<file path="config.mk">
export PLATFORM = sky130hd
export DESIGN_NAME = updn_counter
export DESIGN_NICKNAME = d
export VERILOG_FILES = /design/src/rtl/updn_pkg.sv /design/src/rtl/updn_ctrl.sv /design/src/rtl/updn_next.sv /design/src/rtl/updn_tc.sv /design/src/rtl/updn_counter.sv
export SDC_FILE = /design/constraint.sdc
export NUM_CORES = 1
export LEC_CHECK = 0
export BUFFER_PORTS_ARGS = -buffer_cell sky130_fd_sc_hd__buf_2
export CAP_MARGIN = 20
export CORE_AREA = 10 10 47 49
export DETAILED_ROUTE_END_ITERATION = 7
export DIE_AREA = 0 0 57 59
export GPL_TIMING_DRIVEN = 0
export PLACE_DENSITY = 0.46
export SYNTH_ARGS = -nofsm -noshare
export SYNTH_HDL_FRONTEND = slang
export SYNTH_SLANG_ARGS = --single-unit
</file>
<file path="constraint.sdc">
create_clock -name clk -period 1.55 [get_ports clk]
set_input_delay 0.2325 -clock clk [delete_from_list [all_inputs] [get_ports clk]]
set_output_delay 0.2325 -clock clk [all_outputs]
set_load 0.02 [all_outputs]
</file>
<file path="src/rtl/updn_pkg.sv">
package updn_pkg;

   typedef enum logic [1:0] {
      OP_HOLD = 2'd0,
      OP_LOAD = 2'd1,
      OP_INC  = 2'd2,
      OP_DEC  = 2'd3
   } cnt_op_e;

   localparam int unsigned DEC_MAX = 9;

endpackage

</file>
<file path="src/rtl/updn_ctrl.sv">
module updn_ctrl
   import updn_pkg::*;
(
   input  logic    load_n,
   input  logic    cnt_en_p_n,
   input  logic    cnt_en_t_n,
   input  logic    up,
   output cnt_op_e op
);

   always_comb begin
      if (!load_n)
         op = OP_LOAD;
      else if (!cnt_en_p_n && !cnt_en_t_n)
         op = up ? OP_INC : OP_DEC;
      else
         op = OP_HOLD;
   end

endmodule

</file>
<file path="src/rtl/updn_next.sv">
module updn_next #(
   parameter int unsigned CNT_W  = 4,
   parameter bit          DECADE = 1'b0
) (
   input  logic [CNT_W-1:0] q,
   input  logic             up,
   output logic [CNT_W-1:0] q_step
);

   localparam logic [CNT_W-1:0] ONE = CNT_W'(1);

   generate
      if (DECADE) begin : g_dec
         localparam logic [CNT_W-1:0] TOP = CNT_W'(updn_pkg::DEC_MAX);
         always_comb begin
            if (q > TOP) begin
               if (up)
                  q_step = q[0] ? '0 : q + ONE;
               else
                  q_step = TOP;
            end else if (up) begin
               q_step = (q == TOP) ? '0 : q + ONE;
            end else begin
               q_step = (q == '0) ? TOP : q - ONE;
            end
         end
      end else begin : g_bin
         always_comb begin
            q_step = up ? q + ONE : q - ONE;
         end
      end
   endgenerate

endmodule

</file>
<file path="src/rtl/updn_tc.sv">
module updn_tc #(
   parameter int unsigned CNT_W  = 4,
   parameter bit          DECADE = 1'b0
) (
   input  logic [CNT_W-1:0] q,
   input  logic             cnt_en_t_n,
   input  logic             up,
   output logic             tc_n
);

   logic hit_up;
   logic hit_dn;

   generate
      if (DECADE) begin : g_dec
         // 9, 11, 13 and 15 all have the top and bottom bits set
         assign hit_up = q[3] & q[0];
      end else begin : g_bin
         assign hit_up = &q;
      end
   endgenerate

   assign hit_dn = (q == '0);
   assign tc_n   = ~(~cnt_en_t_n & (up ? hit_up : hit_dn));

endmodule

</file>
<file path="src/rtl/updn_counter.sv">
module updn_counter
   import updn_pkg::*;
#(
   parameter int unsigned CNT_W  = 4,
   parameter bit          DECADE = 1'b0
) (
   input  logic             clk,
   input  logic             load_n,
   input  logic             cnt_en_p_n,
   input  logic             cnt_en_t_n,
   input  logic             up,
   input  logic [CNT_W-1:0] preset,
   output logic [CNT_W-1:0] count,
   output logic             tc_n
);

   generate
      if (CNT_W < 2) begin : g_bad_w
         $error("updn_counter: CNT_W must be at least 2");
      end
      if (DECADE && CNT_W != 4) begin : g_bad_dec
         $error("updn_counter: decade mode needs CNT_W of 4");
      end
   endgenerate

   cnt_op_e          op;
   logic [CNT_W-1:0] q;
   logic [CNT_W-1:0] q_step;

   updn_ctrl u_ctrl (
      .load_n     (load_n),
      .cnt_en_p_n (cnt_en_p_n),
      .cnt_en_t_n (cnt_en_t_n),
      .up         (up),
      .op         (op)
   );

   updn_next #(.CNT_W(CNT_W), .DECADE(DECADE)) u_next (
      .q      (q),
      .up     (up),
      .q_step (q_step)
   );

   updn_tc #(.CNT_W(CNT_W), .DECADE(DECADE)) u_tc (
      .q          (q),
      .cnt_en_t_n (cnt_en_t_n),
      .up         (up),
      .tc_n       (tc_n)
   );

   always_ff @(posedge clk) begin
      case (op)
         OP_LOAD: q <= preset;
         OP_INC,
         OP_DEC:  q <= q_step;
         default: q <= q;
      endcase
   end

   assign count = q;

endmodule

</file>
# Word-level counts from Yosys, hierarchy flattened
# Index checks and enable logic that the tools add are counted.
dict set report totals {
  inputBits 9
  wordCells 22
  out_inout_bits 5
  register_bits 4
}
dict set report op_classes {
  bitwise_logic 3
  n_mux 6
  n_reduce_logical 7
  add_sub_neg 2
  eq_ne 3
}
# op count
set op_table {}
lappend op_table {{one-hot mux 4 bit (2 select lines)} 1}
lappend op_table {{adder 4 x 1 -> 4 bit, second input constant} 1}
lappend op_table {{equality test 2 bit, second input constant} 2}
lappend op_table {{logical NOT 4 bit} 1}
lappend op_table {{2-to-1 mux 2 bit} 2}
lappend op_table {{2-to-1 mux 4 bit} 1}
lappend op_table {{AND reduction 4 bit} 1}
lappend op_table {{subtractor 4 x 1 -> 4 bit, second input constant} 1}
lappend op_table {{equality test 2 x 1 -> 1 bit, second input constant} 1}
lappend op_table {{logical NOT 1 bit} 2}
lappend op_table {{2-to-1 mux 1 bit} 2}
lappend op_table {{inverter 1 bit} 2}
lappend op_table {{nonzero test 2 bit} 1}
lappend op_table {{OR reduction 2 bit} 1}
lappend op_table {{bitwise AND 1 bit} 1}
lappend op_table {{logical AND 1 bit} 1}

# Depth between registers and ports, before layout
dict set report depth {
  word_depth 7
  mapped_depth 5
  depth_no_buf 5
}

# Modules after synthesis
# A second synthesis with hierarchy kept.
dict set report hier_totals {
  cells_unflattened 26
  area_unflattened_um2 325.3
}
# module seq_area_each_um2 instances cells_per_inst area_each_um2
set by_module_without_submodules {}
lappend by_module_without_submodules {updn_counter 120.1 1 9 171.4}
lappend by_module_without_submodules {updn_next 0.0 1 10 95.1}
lappend by_module_without_submodules {updn_tc 0.0 1 5 38.8}
lappend by_module_without_submodules {updn_ctrl 0.0 1 2 20.0}

# Least setup slack after synthesis
# Ideal clock, no wire load.
dict set report synth_timing {
  path_type {reg-to-output}
  startpoint {register q[0], in the netlist count[0]}
  endpoint {output tc_n}
  t_arrival_ps 1335
  setup_slack_ps -18
  stages_incl_launch_ff 4
  n_path_buf 0
  required_time_ps 1317
  path_cell_list {edfxtp_1 > or4_1 > mux2i_1 > nand2b_1}
}
dict set report synth_between {
  elab_chain_len 4
  elab_cells_between_ends 5
  classes_between {mux (1); bitwise (2); reduce/logical (2)}
}
# element line
set synth_rtl {}
lappend synth_rtl {{from (decl)} updn_counter.sv:27} ;# logic [CNT_W-1:0] q;
lappend synth_rtl {{from (signal assigned)} updn_counter.sv:53} ;# OP_LOAD: q <= preset;
lappend synth_rtl {{from (signal assigned)} updn_counter.sv:55} ;# OP_DEC: q <= q_step;
lappend synth_rtl {{from (signal assigned)} updn_counter.sv:56} ;# default: q <= q;
lappend synth_rtl {{logical NOT 4 bit or AND reduction 4 bit (tied branches)} {updn_tc.sv:23, updn_tc.sv:19}}
lappend synth_rtl {{2-to-1 mux 1 bit (*)} updn_tc.sv:24} ;# assign tc_n = ~(~cnt_en_t_n & (up ? hit_up : hit_dn));
lappend synth_rtl {{bitwise AND 1 bit (*)} updn_tc.sv:24}
lappend synth_rtl {{inverter 1 bit (*)} updn_tc.sv:24}
lappend synth_rtl {{to (decl)} updn_counter.sv:14} ;# output logic tc_n
# Every way passes the cells marked *; elsewhere a longest branch is shown, timed or not.

# Worst setup path after layout
# Ends and elaborated chain as after synthesis.

==> results.sh <==
export IMPL_core_area_um2=1400
export IMPL_dieArea_um2=3360
export IMPL_violations="setup timing"
export IMPL_areaGrowthSynthToFinish_pct=40.9
export IMPL_met2_usage_pct=8.22
export IMPL_grt_pass1_vias=310
export IMPL_antenna_found_initial=0
export IMPL_synth_cell_types=20
export IMPL_peakVddDrop_mv=0.450
export IMPL_routed_wl_um=784
export IMPL_worstSetupPathType="flop to primary output"
export IMPL_skew_ns=0.00212
export IMPL_path_cells="or4_1 -> mux2i_1 -> nand2b_1 -> buf_6"
export IMPL_yosysTopAreaCellShare_pct=38.1
export IMPL_clock_latency_ns=0.23
export IMPL_critPathLaunchType="flop"
export IMPL_drt_initial_drc_count=2
export IMPL_p_leak_uw=0.000202
export IMPL_r2r_slack_ns=0.04
export IMPL_register_area_um2=120
export IMPL_slew_violations=0
export IMPL_max_stage_delay_ns=0.50
export IMPL_num_fill_cells=166
export IMPL_p_per_area_nw_per_um2=833
export IMPL_path_max_fanout=2
export IMPL_hold_depth=3
export IMPL_ctsLongestPathBuffers=2
export IMPL_cts_max_level=1
export IMPL_clk_pin_slew_ns=0.04
export IMPL_globalplace_congestion=0.671
export IMPL_holdCritStartpoint="preset[3]"
export IMPL_row_count=14
export IMPL_whs_endpoint="count[3]"
export IMPL_antenna_cells=0
export IMPL_wl_per_cell_um=12.6
export IMPL_max_cap_violations=0
export IMPL_hold_path_class="input port to flop"
export IMPL_port_buffers=13
export IMPL_fin_cells=62
export IMPL_syn_cell_area_um2=315
export IMPL_fin_nets=60
export IMPL_grt_pass1_wl_um=1320
export IMPL_grtUsageTotal_pct=4.81
export IMPL_layout_setup_ws_ns=-0.142
export IMPL_syn_num_nets=40
export IMPL_drive_gt1_share_pct=45.7
export IMPL_cts_sinks=4
export IMPL_synth_top_area_cell="edfxtp_1"
export IMPL_vias=275
export IMPL_slew_headroom_pct=59.9
export IMPL_grt_busiest_layer="met2"
export IMPL_rsz0062_at_grt="true"
export IMPL_max_freq_ghz=0.591
export IMPL_cp_required_ns=1.32
export IMPL_holdBufCountCts=0
export IMPL_r2r_cells=3
export IMPL_worstMarginPinSlew_ns=0.595
export IMPL_vias_per_cell=4.44
export IMPL_multiInputGateArea_um2=180
export IMPL_met3_usage_pct=3.65
export IMPL_fin_tns_setup_ns=-0.142
export IMPL_synth_seq_cells=4
export IMPL_ys_seq_area_share_pct=38.1
export IMPL_outcome="finished, violations left"
export IMPL_largest_reg_flops=4
export IMPL_ys_top_cells_by_area="edfxtp_1 (38%), ha_1 (7.9%), fa_1 (6.3%), xnor2_1 (5.6%), mux2_4 (4.8%)"
export IMPL_die_x_um=57
export IMPL_io_pins=14
export IMPL_yosysWarnings=0
export IMPL_slowest_stage="or4_1"
export IMPL_fin_crit_ns=1.69
export IMPL_clockRootBuffer="clkbuf_4"
export IMPL_finalHoldViolCount=0
export IMPL_worstReg2RegStart="count[0]"
export IMPL_worstSetupEndpointType="primary output"
export IMPL_grt_overflow=0
export IMPL_first_pass_iters=2
export IMPL_start_util_pct=22.5
export IMPL_die_height_um=59
export IMPL_setup_violations=1
export IMPL_cts_tree="built"
export IMPL_cp_arrival_ns=1.46
export IMPL_avgSynthCellArea_um2=11.3
export IMPL_grt_max_degree=9
export IMPL_ant_nets=0
export IMPL_numCtsBuffers=3
export IMPL_finalCritPeriodShare_pct=109
export IMPL_drc_errors=0
export IMPL_grtUsageMet1_pct=4.90
export IMPL_rr_endpoint="count[1]"
export IMPL_placed_cells=57
export IMPL_syn_inst=28
==> synth_stat cells, drive strengths merged <==
cell type  instances
a211o              1
nand4              1
edfxtp             4
mux2               1
xnor2              2
ha                 2
nand2b             1
o21ai              3
nand3              2
inv                1
nand4b             1
mux2i              1
buf                1
fa                 1
nand2              3
a21oi              1
or3b               1
or4                1
==> layout make-up <==
type / instances / share of cell area, %
multi-input cells: 22 / 40.6
flip-flops and latches: 4 / 27.0
repair buffers: 15 / 19.4
clock buffers: 3 / 5.07
well taps: 16 / 4.51
plain buffers: 1 / 2.54
inverters: 1 / 0.845
==> layer usage <==
metal | up-vias | share of wire (%)
li1 | 145 | -
met1 | 122 | 44
met2 | 8 | 49
met3 | 0 | 7.0
met4 | 0 | 0
met5 | - | 0
==> worst max-delay path: cells and delay by family (launching register included) <==
family	cells	cell delay [ns]
simple gates	2	0.58
flops	1	0.38
mux	1	0.14
buf+inv	1	0.13
==> per-stage QoR <==
step / hold slack, ns / util (%) / power, uW / setup WS, ns / cell area [um^2]
finish: 0.274 / 31.7 / 370 / -0.142 / 444
global route: 0.285 / 31.7 / 396 / -0.220 / 444
CTS: 0.269 / 31.7 / 379 / -0.167 / 444
detailed placement: 0.512 / 28.6 / 238 / -0.0441 / 400
global placement: 0.510 / 28.6 / 236 / -0.0439 / 400
floorplan: 0.421 / - / 205 / -0.0177 / 315
==> cell usage in the layout, fill, tap and decap left out <==
cell / count
a211o_1: 1
a21oi_1: 1
buf_2: 12
buf_4: 2
buf_6: 2
clkbuf_4: 3
edfxtp_1: 4
fa_1: 1
ha_1: 2
inv_1: 1
mux2_4: 1
mux2i_1: 1
nand2_1: 3
nand2b_1: 1
nand3_1: 1
nand3_2: 1
nand4_1: 1
nand4b_1: 1
o21ai_0: 1
o21ai_1: 2
or3b_1: 1
or4_1: 1
xnor2_1: 2
==> what timing repair did <==
item	CTS	global route
gates resized for setup	2	0
setup buffers	2	0
setup endpoints to repair	1	1
pin swaps	1	1
==> how the worst max path moves through the flow <==
| stage | cells past startpoint | start | end | slack [ns] |
|---|---|---|---|---|
| after floorplan | 3 | count[0] | tc_n | -0.02 |
| after global placement | 4 | count[0] | tc_n | -0.04 |
| after detailed placement | 4 | count[0] | tc_n | -0.04 |
| after CTS | 4 | count[1] | tc_n | -0.17 |
| after global routing | 4 | count[0] | tc_n | -0.22 |
| final | 4 | count[0] | tc_n | -0.14 |
==> power breakdown <==
| group | leakage, uW | internal (uW) | total, uW | switching (uW) |
|---|---|---|---|---|
| combinational | 0.000148 | 48.2 | 103 | 54.9 |
| sequential | 0.0000402 | 133 | 140 | 7.48 |
| clock | 0.0000138 | 86.5 | 127 | 40.5 |
==> kinds of logic after synthesis <==
family | count (synthesis) | synth area share [%]
simple gates | 10 | 20.2
compound gates | 5 | 9.12
flops | 4 | 38.1
fa+ha+maj | 3 | 14.3
xor+xnor | 2 | 5.56
buf+inv | 2 | 4.76
mux | 2 | 7.94
Note: power is estimated with default switching activity, not from simulation.
